===== config.mk =====
export PLATFORM = sky130hd
export DESIGN_NAME = recfg_trigger_ctrl
export DESIGN_NICKNAME = d
export VERILOG_FILES = /design/src/rtl/recfg_pkg.sv /design/src/rtl/recfg_arbiter.sv /design/src/rtl/recfg_pulse.sv /design/src/rtl/recfg_regs.sv /design/src/rtl/recfg_trigger_ctrl.sv
export SDC_FILE = /design/constraint.sdc
export NUM_CORES = 1
export LEC_CHECK = 0
export BUFFER_PORTS_ARGS = -buffer_cell sky130_fd_sc_hd__buf_2
export CAP_MARGIN = 20
export CORE_MARGIN = 8
export CORE_UTILIZATION = 49
export CTS_CLUSTER_DIAMETER = 50
export DETAILED_ROUTE_END_ITERATION = 12
export PLACE_DENSITY = 0.87
export REMOVE_ABC_BUFFERS = 1
export SETUP_SLACK_MARGIN = 0.2
export SLEW_MARGIN = 0
export SYNTH_ARGS = -nofsm -noshare
export SYNTH_HDL_FRONTEND = slang
export SYNTH_SLANG_ARGS = --single-unit

===== constraint.sdc =====
create_clock -name clk -period 1.6 [get_ports clk]
set_clock_uncertainty 0.2 [all_clocks]
set_input_delay 0.08 -clock clk [delete_from_list [all_inputs] [get_ports clk]]
set_output_delay 0.08 -clock clk [all_outputs]
set_load 0.02 [all_outputs]

===== src/rtl/recfg_pkg.sv =====
// Package: shared cause encoding and priority order for the
// reconfiguration trigger controller. Assumes five causes.
package recfg_pkg;

    localparam int NUM_CAUSES = 5;

    // Bit positions in the cause vector and the status register.
    localparam int C_EXT  = 0;
    localparam int C_STAT = 1;
    localparam int C_CORE = 2;
    localparam int C_CRC  = 3;
    localparam int C_WD   = 4;

    // Arbitration order, highest priority first.
    localparam int PRIO [NUM_CAUSES] = '{C_EXT, C_CRC, C_STAT, C_WD, C_CORE};

    // Mask of the causes that count as errors.
    localparam logic [NUM_CAUSES-1:0] ERR_MASK =
        NUM_CAUSES'((1 << C_EXT) | (1 << C_STAT) | (1 << C_CRC) | (1 << C_WD));

endpackage


===== src/rtl/recfg_arbiter.sv =====
// Module: recfg_arbiter
// Picks one cause out of the raw source vector by fixed priority.
// Purely combinational. Assumes the sources are already synchronous.
module recfg_arbiter
    import recfg_pkg::*;
(
    input  logic [NUM_CAUSES-1:0] src_vec,
    output logic                  hit,
    output logic [NUM_CAUSES-1:0] grant
);

    // Walk from lowest to highest priority so the top one wins.
    always_comb begin
        grant = '0;
        for (int i = NUM_CAUSES - 1; i >= 0; i--) begin
            if (src_vec[PRIO[i]]) begin
                grant          = '0;
                grant[PRIO[i]] = 1'b1;
            end
        end
    end

    // Any source present.
    always_comb hit = |src_vec;

endmodule


===== src/rtl/recfg_pulse.sv =====
// Module: recfg_pulse
// Sequencer: one record cycle after acceptance, then a request pulse
// of exactly PULSE_CYC cycles. Assumes PULSE_CYC >= 1.
module recfg_pulse #(
    parameter int PULSE_CYC = 13
) (
    input  logic clk,
    input  logic rst_n,
    input  logic accept,
    output logic busy,
    output logic launch,
    output logic req
);

    localparam int CNT_W = $clog2(PULSE_CYC + 1);

    typedef enum logic [1:0] {S_IDLE, S_RECORD, S_PULSE} seq_t;

    seq_t             state;
    logic [CNT_W-1:0] cnt;
    logic [CNT_W-1:0] hi_cnt;

    // State and countdown for the request pulse.
    always_ff @(posedge clk) begin
        if (!rst_n) begin
            state <= S_IDLE;
            cnt   <= '0;
        end else begin
            case (state)
                S_IDLE:   if (accept) state <= S_RECORD;
                S_RECORD: begin
                    state <= S_PULSE;
                    cnt   <= CNT_W'(PULSE_CYC - 1);
                end
                S_PULSE: begin
                    if (cnt == '0) state <= S_IDLE;
                    else           cnt   <= cnt - 1'b1;
                end
                default:  state <= S_IDLE;
            endcase
        end
    end

    // Decoded outputs.
    always_comb begin
        busy   = (state != S_IDLE);
        launch = (state == S_RECORD);
        req    = (state == S_PULSE);
    end

    // Independent width counter, used only by the width check below.
    always_ff @(posedge clk) begin
        if (!rst_n || !req) hi_cnt <= '0;
        else                hi_cnt <= hi_cnt + 1'b1;
    end


    pulse_width_chk: assert property (@(posedge clk) disable iff (!rst_n)
        $fell(req) |-> (hi_cnt == CNT_W'(PULSE_CYC)));


    req_in_busy_chk: assert property (@(posedge clk) disable iff (!rst_n)
        req |-> busy);

endmodule


===== src/rtl/recfg_regs.sv =====
// Module: recfg_regs
// Control, status and image-select registers. Written on acceptance;
// image_sel is updated when the pulse is launched.
module recfg_regs
    import recfg_pkg::*;
#(
    parameter int CTRL_W = 24
) (
    input  logic                  clk,
    input  logic                  rst_n,
    input  logic                  accept,
    input  logic                  launch,
    input  logic [NUM_CAUSES-1:0] grant,
    input  logic [CTRL_W-1:0]     upd,
    input  logic                  app_mode,
    output logic [CTRL_W-1:0]     ctrl,
    output logic [NUM_CAUSES-1:0] status,
    output logic                  image_sel
);

    logic app_pending;

    // Record cause and control word at acceptance.
    always_ff @(posedge clk) begin
        if (!rst_n) begin
            ctrl        <= '0;
            status      <= '0;
            app_pending <= 1'b0;
        end else if (accept) begin
            status      <= grant;
            ctrl        <= grant[C_CORE] ? upd : '0;
            app_pending <= grant[C_CORE] & ~app_mode;
        end
    end

    // Commit the image choice once the cause is recorded.
    always_ff @(posedge clk) begin
        if (!rst_n)      image_sel <= 1'b0;
        else if (launch) image_sel <= app_pending;
    end


    status_onehot_chk: assert property (@(posedge clk) disable iff (!rst_n)
        $onehot0(status));

endmodule


===== src/rtl/recfg_trigger_ctrl.sv =====
// Module: recfg_trigger_ctrl (top)
// Accepts one of five reload causes when idle, records it, loads the
// control register and issues a stretched reload request.
// Assumes all source inputs are synchronous to clk.
module recfg_trigger_ctrl
    import recfg_pkg::*;
#(
    parameter int CTRL_W    = 24,
    parameter int PULSE_CYC = 13
) (
    input  logic              clk,
    input  logic              rst_n,
    input  logic              ext_reset_req,
    input  logic              stat_err,
    input  logic              core_reload,
    input  logic              crc_err,
    input  logic              wd_timeout,
    input  logic              app_mode,
    input  logic [CTRL_W-1:0] upd_reg,
    output logic [CTRL_W-1:0] ctrl_reg,
    output logic [4:0]        status_reg,
    output logic              image_sel,
    output logic              reconfig_req,
    output logic              busy
);

    logic [NUM_CAUSES-1:0] src_vec;
    logic [NUM_CAUSES-1:0] grant;
    logic                  hit;
    logic                  accept;
    logic                  launch;

    // Gather sources into cause-indexed vector.
    always_comb begin
        src_vec         = '0;
        src_vec[C_EXT]  = ext_reset_req;
        src_vec[C_STAT] = stat_err;
        src_vec[C_CORE] = core_reload;
        src_vec[C_CRC]  = crc_err;
        src_vec[C_WD]   = wd_timeout;
    end

    // Accept only when idle.
    always_comb accept = hit & ~busy;

    recfg_arbiter u_arb (
        .src_vec (src_vec),
        .hit     (hit),
        .grant   (grant)
    );

    recfg_pulse #(.PULSE_CYC(PULSE_CYC)) u_pulse (
        .clk    (clk),
        .rst_n  (rst_n),
        .accept (accept),
        .busy   (busy),
        .launch (launch),
        .req    (reconfig_req)
    );

    recfg_regs #(.CTRL_W(CTRL_W)) u_regs (
        .clk       (clk),
        .rst_n     (rst_n),
        .accept    (accept),
        .launch    (launch),
        .grant     (grant),
        .upd       (upd_reg),
        .app_mode  (app_mode),
        .ctrl      (ctrl_reg),
        .status    (status_reg),
        .image_sel (image_sel)
    );


    record_first_chk: assert property (@(posedge clk) disable iff (!rst_n)
        $rose(reconfig_req) |-> ($past(busy) && $stable(status_reg)));


    hold_while_busy_chk: assert property (@(posedge clk) disable iff (!rst_n)
        (busy && $past(busy)) |-> ($stable(ctrl_reg) && $stable(status_reg)));


    error_to_factory_chk: assert property (@(posedge clk) disable iff (!rst_n)
        (reconfig_req && |(status_reg & ERR_MASK)) |-> !image_sel);


    error_clears_ctrl_chk: assert property (@(posedge clk) disable iff (!rst_n)
        (busy && |(status_reg & ERR_MASK)) |-> (ctrl_reg == '0));

endmodule


; ---- After elaboration in Yosys (flattened, before gate mapping)
; Index checks and enable logic that the tools add are counted.
[totals]
reg_bits = 37
latchBits = 0
ram_bits = 0
rom_bits = 0
in_bits = 32
mem_count = 0
[op_classes]
addsub = 1
multipliers = 0
div = 0
n_lt_le_gt_ge = 0
eq_ne = 5
n_shift = 0
n_mux = 11
bitwise = 4
n_reduce_logical = 7
[ops]
columns = operator, n
row1 = $mux 24, 1
row2 = $mux 5, 4
row3 = $pmux 4 s2, 1
row4 = $pmux 2 s3, 1
row5 = $reduce_or 5->1, 1
row6 = $logic_not 4->1, 1
row7 = $mux 2, 2
row8 = $mux 4, 1
row9 = $ne 2x2->1 const B, 2
row10 = $reduce_and 2->1, 2
row11 = $reduce_bool 2->1, 2
row12 = $sub 4x1->4 const B, 1
row13 = $mux 3, 1
row14 = $and 1x1->1, 2
row15 = $eq 2x1->1 const B, 1
row16 = $eq 2x2->1 const B, 1
row17 = $logic_not 2->1, 1
row18 = $ne 2x1->1 const B, 1
row19 = $not 1->1, 2

; ---- Depth between registers and ports, before layout
; Gate-level depths: netlist of the first run.
[depth]
word_depth = 6
depth_mapped = 6

; ---- Hierarchy
; A second synthesis of the first run with hierarchy kept.
[hier_totals]
cells_unflattened = 174
hier_area_um2 = 1606.5
[by_module_without_submodules]
columns = mod, instances, cells_per_inst, area_each_um2, seq_area_each_um2
row1 = recfg_regs, 1, 130, 1221.2, 620.6
row2 = recfg_pulse, 1, 36, 316.6, 120.1
row3 = recfg_arbiter, 1, 7, 55.1, 0.0
row4 = recfg_trigger_ctrl, 1, 1, 13.8, 0.0

; ---- Worst setup path before layout of the first run
; Ideal clock, no wire load.
[synth_timing]
kind = register to register
start = reg u_pulse.state[1]
end = reg u_pulse.cnt[0]
t_arrival_ps = 1230
required_time_ps = 1266
setup_slack_ps = 36
stages_incl_launch_ff = 4
path_buffers = 0
period_less_slack_ps = 1564
cell_sequence = dfxtp_1 -> nor2b_1 -> o21ai_0 -> mux2i_1
[synth_between]
elab_chain_len = 3
word_cells_on_any_way = 6
classes_between = eq/ne (3) / mux (1) / reduce/logical (2)
[synth_lines]
columns = item, line_no
row1 = from (decl), recfg_pulse.sv:19  ; seq_t state;
row2 = from (signal assigned), recfg_pulse.sv:26  ; state <= S_IDLE;
row3 = from (signal assigned), recfg_pulse.sv:30  ; S_IDLE: if (accept) state <= S_RECORD;
row4 = from (signal assigned), recfg_pulse.sv:32  ; state <= S_PULSE;
row5 = $eq 2x2->1 *, n/a
row6 = net reconfig_req, recfg_trigger_ctrl.sv:23  ; output logic reconfig_req,
row7 = $ne 2x2->1 (no line) / $reduce_bool 2->1 (equally long branches), n/a
row8 = $reduce_and 2->1 (no line), n/a
row9 = to (signal assigned), recfg_pulse.sv:33  ; cnt <= CNT_W'(PULSE_CYC - 1);
row10 = to (signal assigned), recfg_pulse.sv:37  ; else cnt <= cnt - 1'b1;
row11 = to (decl), recfg_pulse.sv:20  ; logic [CNT_W-1:0] cnt;
; The timed path passes the listed nets; every way through them passes the cells marked *.
; A chain may end at the register's enable or synchronous reset.

; ---- Worst setup path after layout of the first run
[layout_timing]
start = reg u_pulse.state[0]
end = out busy
[layout_between]
elab_chain_len = 1
[layout_lines]
columns = item, line_no
row1 = $reduce_bool 2->1, recfg_pulse.sv:46  ; busy = (state != S_IDLE);
row2 = to (decl), recfg_trigger_ctrl.sv:24  ; output logic busy
; Every way passes these cells.

==> impl_metrics.py, run 1 <==
metrics = {
    "run_status": {
        "status": "finished, final reports clean",
    },
    "synthesis": {
        "ys_top_cells_by_area": "dfxtp_1 (42%), a31oi_1 (9.5%), nand3_1 (8.7%)",
        "synth.avg_cell_area_um2": 8.48,
        "yosysTopAreaCell": "dfxtp_1",
        "ys_types": 26,
        "synth_ff_type": "dfxtp_1",
        "synthArstFlopShare": 0,
        "syn-cell-area_um2": 1780,
        "synth-edff-count": 0,
        "synth_common_cells": "dfxtp_1 (37), nand3_1 (31), nand2_1 (30)",
        "synth.most_common_cell": "dfxtp_1",
        "syn_inst": 210,
        "yosys.area.top_type_share": 0.416,
        "ys_seq_area_frac": 0.416,
        "ys_ff_latch": 37,
        "ys_warn_count": 0,
    },
    "floorplan": {
        "fp-row-count": 22,
        "die_area_um2": 5820,
        "fp.coreArea_um2": 3580,
        "die_w_um": 76.3,
        "start_util": 0.498,
        "fp.dieH_um": 76.3,
        "io_pins": 64,
    },
    "grt": {
        "grt_pass1_vias": 2033,
        "grt_first_pass_wirelength_mm": 9.47,
        "antenna_found_initial": 0,
        "grt_max_degree": 56,
        "track_usage": 0.190,
        "overflow": 0,
    },
    "critical_path": {
        "rr_endpoint": "u_pulse.state[0]",
        "slowest_delay_ns": 0.38,
        "cp_data_required_time_ns": 1.32,
        "cp-start-kind": "flop",
        "slowest_stage": "dfxtp_4",
        "crit_chain": "nor2_4 -> inv_2 -> buf_12 -> buf_8",
        "regToRegStartpoint": "u_pulse.state[0]",
        "ff2ff_path_depth": 5,
        "cp_num_cells": 4,
        "path_buf_inv": 3,
        "crit_path_end_kind": "primary output",
        "worstSetupEndpoint": "busy",
        "cp.arrival_ns": 1.15,
        "ff2ff_setup_slack_ns": 0.21,
        "startpoint": "u_pulse.state[0]",
        "cp_max_fo": 4,
        "path_class": "flop to primary output",
        "crit_family": "flip-flops",
    },
    "detailed_routing": {
        "wire_per_inst_um": 15.9,
        "dr_total_vias": 2055,
        "firstDrtPassIters": 5,
        "ant_nets": 0,
        "drc": 0,
        "drt_iter0_drc": 169,
        "wl_mm": 5.69,
        "vias_per_cell": 5.72,
    },
    "clock_tree": {
        "clkSlewWorstSetupHoldPaths_ns": 0.12,
        "clockRootBuffer": "clkbuf_4",
        "tritoncts": "yes",
        "clockBufferDepth": 2,
        "numCtsBuffers": 5,
        "clock-sinks": 37,
        "cts-htree-levels": 2,
        "clk_latency_ns": 0.34,
    },
    "cells_and_area": {
        "nets": 344,
        "stdcell_count": 359,
        "area_delta_synth_final_pct": 46.0,
        "fillCellCount": 261,
        "largest_reg_flops": 24,
        "diodes": 0,
        "post_route_cells_drive_above_1_share": 0.331,
    },
    "power": {
        "power_density_nw_per_um2": 769,
        "finalPower_w": 0.00200,
        "ir_worst_vdd_v": 0.000578,
        "p_leak_nw": 1.04,
    },
    "timing": {
        "setup_viol": 0,
        "slew_headroom": 0.797,
        "hold_viol": 0,
        "worst_slew_pin_slew_ns": 0.304,
        "finalCritPeriodShare": 0.896,
        "rsz0062_at_grt": "true",
        "fin_crit_ns": 1.43,
        "final_max_slew_viol_count": 0,
        "fmax_ghz": 0.698,
    },
    "worst_hold_path": {
        "worstHoldStart": "crc_err",
        "min_path_type": "input pin to flop",
    },
    "placement": {
        "dp_hpwl_mm": 3.31,
        "finalWeightedCongestion": 0.784,
        "numPortBuffers": 63,
        "dp_cells": 312,
    },
    "job": {
        "maxCapViolCount": 0,
    },
}
## worst register-to-register path, stage by stage (launching register included)
cell and delay, ns:
dfxtp_4 0.38, nor2_4 0.12, inv_2 0.06, buf_12 0.12, buf_4 0.19, a211oi_1 0.23
## where the power goes
| part | internal (W) | switching [W] | total (W) | leakage, nW |
|---|---|---|---|---|
| registers | 0.000949 | 0.0000309 | 0.000980 | 0.302 |
| logic | 0.000243 | 0.000262 | 0.000506 | 0.706 |
| clock network | 0.000208 | 0.000305 | 0.000513 | 0.0314 |
| total | 0.00140 | 0.000599 | 0.00200 | 1.04 |
## worst min path at each step
stage	to	slack [ns]	cells after the start
5_1_grt	u_regs.status[1]	0.01	4
3_3_place_gp	u_regs.ctrl[21]	0.16	3
3_5_place_dp	u_regs.ctrl[17]	0.17	3
2_1_floorplan	u_pulse.cnt[0]	0.03	2
6_report	u_regs.status[1]	0.03	4
4_1_cts	u_regs.status[1]	0.008	4
## layout by cell type (no fill, tap or decap), drive strengths merged
master       instances
a211oi               1
a21oi                6
a22oi                1
a31oi               27
a32oi                1
buf                 81
clkbuf               7
clkinv               1
clkinvlp             1
dfxtp               37
dlygate4sd3         33
ha                   1
inv                  5
mux2i                4
nand2               30
nand2b               3
nand3               31
nand4               24
nand4b               2
nor2                 3
nor2b                1
nor3                 4
nor4                 2
nor4b                1
o21ai                4
## stage by stage
stage / util / cell area, um2 / setup TNS (ns) / setup WS (ns) / hold WS (ns)
6_report: 0.727 / 2600 / 0 / 0.166 / 0.0259
5_1_grt: 0.727 / 2600 / 0 / 0.116 / 0.0143
4_1_cts: 0.710 / 2540 / 0 / 0.180 / 0.00777
3_5_place_dp: 0.577 / 2060 / 0 / 0.163 / 0.170
3_3_place_gp: 0.577 / 2060 / 0 / 0.200 / 0.160
2_1_floorplan: - / 1590 / -31.99 / -1.13 / 0.0256
## final cells by class
| type | count | area, um2 | share of cell area |
|---|---|---|---|
| multi-input cells | 146 | 866 | 0.333 |
| repair buffers | 114 | 838 | 0.322 |
| flip-flops and latches | 37 | 751 | 0.289 |
| well taps | 48 | 60.1 | 0.0231 |
| clock buffers | 7 | 55.1 | 0.0212 |
| inverters | 7 | 30.0 | 0.0115 |
## what timing repair did
action,in CTS,in global routing
setup buffers,7,0
hold buffers,33,0
pin swaps,1,6
setup endpoints to repair,5,35
resized for setup,15,17
hold endpoints to repair,33,0
## kinds of logic (layout without fill, tap and decap cells)
logic type | after synthesis | after routing | synth area share
flops | 37 | 37 | 0.416
fa+ha+maj | 1 | 1 | 0.00703
buf+inv | 27 | 128 | 0.122
compound gates | 40 | 40 | 0.136
simple gates | 101 | 101 | 0.297
mux | 4 | 4 | 0.0225
## layer usage
metal | vias up | GRT usage | wire length (um)
met5 | - | 0 | 0
met4 | 0 | 0.0769 | 48
met3 | 4 | 0.0507 | 470
met2 | 99 | 0.313 | 2910
met1 | 974 | 0.226 | 2270
li1 | 978 | - | -
(Power assumes the default switching activity.)
==> inputs of run 2 (changes only) <==
--- a/config.mk
+++ b/config.mk
@@ -12,6 +12,7 @@
 export CTS_CLUSTER_DIAMETER = 50
 export DETAILED_ROUTE_END_ITERATION = 12
 export PLACE_DENSITY = 0.87
+export RECOVER_POWER = 25
 export REMOVE_ABC_BUFFERS = 1
 export SETUP_SLACK_MARGIN = 0.2
 export SLEW_MARGIN = 0
==> run 2 against run 1 <==
Core utilization decreased by 0.56 points. Sequential share of layout area increased by 0.22 points. Clock-buffer cell count unchanged. Critical path type unchanged. Largest cell class unchanged. Largest power group unchanged.
==> impl_metrics.py, run 2 (synthesized netlist as in run 1, its figures left out) <==
metrics = {
    "cells_and_area": {
        "layout_common_cells": "buf_2 (45), dlygate4sd3_1 (33), dfxtp_1 (33), nand3_1 (31), nand2_1 (30)",
        "stdcell_count": 359,
        "post_route_cells_drive_above_1_share": 0.280,
        "diodes": 0,
        "area_delta_synth_final_pct": 44.9,
        "largest_reg_flops": 24,
        "nets": 344,
        "final_common_cell": "buf_2",
    },
    "floorplan": {
        "start_util": 0.498,
        "fp.dieH_um": 76.3,
        "io_pins": 64,
        "die_w_um": 76.3,
        "fp.coreArea_um2": 3580,
        "fp-row-count": 22,
        "die_area_um2": 5820,
    },
    "critical_path": {
        "cp.arrival_ns": 1.15,
        "path_buf_inv": 3,
        "regToRegStartpoint": "u_pulse.state[0]",
        "cp_max_fo": 4,
        "crit_path_end_kind": "primary output",
        "ff2ff_setup_slack_ns": 0.21,
        "path_class": "flop to primary output",
        "slowest_delay_ns": 0.38,
        "rr_endpoint": "u_pulse.state[0]",
        "ff2ff_path_depth": 5,
        "cp_data_required_time_ns": 1.32,
        "slowest_stage": "dfxtp_4",
        "crit_chain": "nor2_4 -> inv_2 -> buf_12 -> buf_8",
        "cp-start-kind": "flop",
        "crit_family": "flip-flops",
    },
    "clock_tree": {
        "cts-htree-levels": 2,
        "clkSlewWorstSetupHoldPaths_ns": 0.11,
        "clockBufferDepth": 2,
        "numCtsBuffers": 5,
        "clk_latency_ns": 0.35,
        "clockRootBuffer": "clkbuf_4",
        "clock-sinks": 37,
        "tritoncts": "yes",
    },
    "detailed_routing": {
        "wl_mm": 5.78,
        "wire_per_inst_um": 16.1,
        "ant_nets": 0,
        "dr_total_vias": 2060,
        "vias_per_cell": 5.74,
        "firstDrtPassIters": 4,
        "drt_iter0_drc": 154,
        "drc": 0,
    },
    "timing": {
        "setup_viol": 0,
        "fmax_ghz": 0.697,
        "final_max_slew_viol_count": 0,
        "rsz0062_at_grt": "true",
        "slew_headroom": 0.788,
        "finalCritPeriodShare": 0.896,
        "fin_crit_ns": 1.43,
        "hold_ws_ns": 0.0280,
        "worst_slew_pin_slew_ns": 0.318,
        "hold_viol": 0,
    },
    "grt": {
        "grt_pass1_vias": 2033,
        "grt_first_pass_wirelength_mm": 9.47,
        "overflow": 0,
        "grt_max_degree": 56,
        "antenna_found_initial": 0,
        "track_usage": 0.190,
    },
    "placement": {
        "finalWeightedCongestion": 0.784,
        "dp_cells": 312,
        "numPortBuffers": 63,
        "dp_hpwl_mm": 3.31,
    },
    "run_status": {
        "status": "finished, final reports clean",
    },
    "power": {
        "ir_worst_vdd_v": 0.000573,
        "p_leak_nw": 0.969,
        "power_density_nw_per_um2": 773,
    },
    "job": {
        "maxCapViolCount": 0,
    },
    "worst_hold_path": {
        "worstHoldStart": "crc_err",
        "min_path_type": "input pin to flop",
        "hold_depth": 4,
        "holdPathEnd": "u_regs.status[1]",
    },
}
run 2: per-layer routing:
| metal | track usage | part of all wire |
|---|---|---|
| met1 | 0.226 | 0.41 |
| met2 | 0.313 | 0.51 |
| met3 | 0.0507 | 0.075 |
| met4 | 0.0769 | 0.0083 |
| met5 | 0 | 0 |
run 2: worst reg2reg max path, cell delays in order, from the launching register on:
cell	delay (ns)
dfxtp_4	0.38
nor2_4	0.12
inv_2	0.06
buf_12	0.12
buf_4	0.19
a211oi_1	0.23
run 2: worst max-delay path by stage:
| stage | to | slack (ns) | from | cells after the start |
|---|---|---|---|---|
| floorplan | u_regs.status[3] | -1.13 | u_pulse.state[0] | 4 |
| global placement | u_pulse.cnt[3] | 0.20 | u_pulse.state[1] | 3 |
| detailed placement | u_pulse.cnt[3] | 0.16 | u_pulse.state[1] | 3 |
| CTS | busy | 0.18 | u_pulse.state[1] | 4 |
| global route | busy | 0.12 | u_pulse.state[0] | 4 |
| finish | busy | 0.17 | u_pulse.state[0] | 4 |
run 2: final cells by class:
class                      count  area, um2
multi-input combinational    146        866
clock buffer                   7       55.1
fill                         273        998
sequential                    37        751
timing repair buffer         114        818
tap                           48       60.1
inverter                       7       30.0
run 2: what timing repair did:
action,CTS,global route
setup endpoints to repair,5,35
hold buffers,33,0
gates resized for setup,15,17
hold endpoints to repair,33,0
setup buffers,7,0
pin swaps,1,6
run 2: per-stage QoR:
stage / setup WS [ns] / utilization / power, W / TNS [ns] / instance area [um2]
final: 0.166 / 0.721 / 0.00200 / 0 / 2580
after global routing: 0.116 / 0.721 / 0.00209 / 0 / 2580
after CTS: 0.180 / 0.710 / 0.00195 / 0 / 2540
after detailed placement: 0.163 / 0.577 / 0.00133 / 0 / 2060
after global placement: 0.200 / 0.577 / 0.00132 / 0 / 2060
after floorplan: -1.13 / - / 0.00116 / -31.99 / 1590
run 2: power breakdown:
group / internal (W) / leakage, nW / switching (W)
clock: 0.000208 / 0.0314 / 0.000302
combinational: 0.000242 / 0.635 / 0.000263
sequential: 0.000949 / 0.302 / 0.0000312
total: 0.00140 / 0.969 / 0.000596
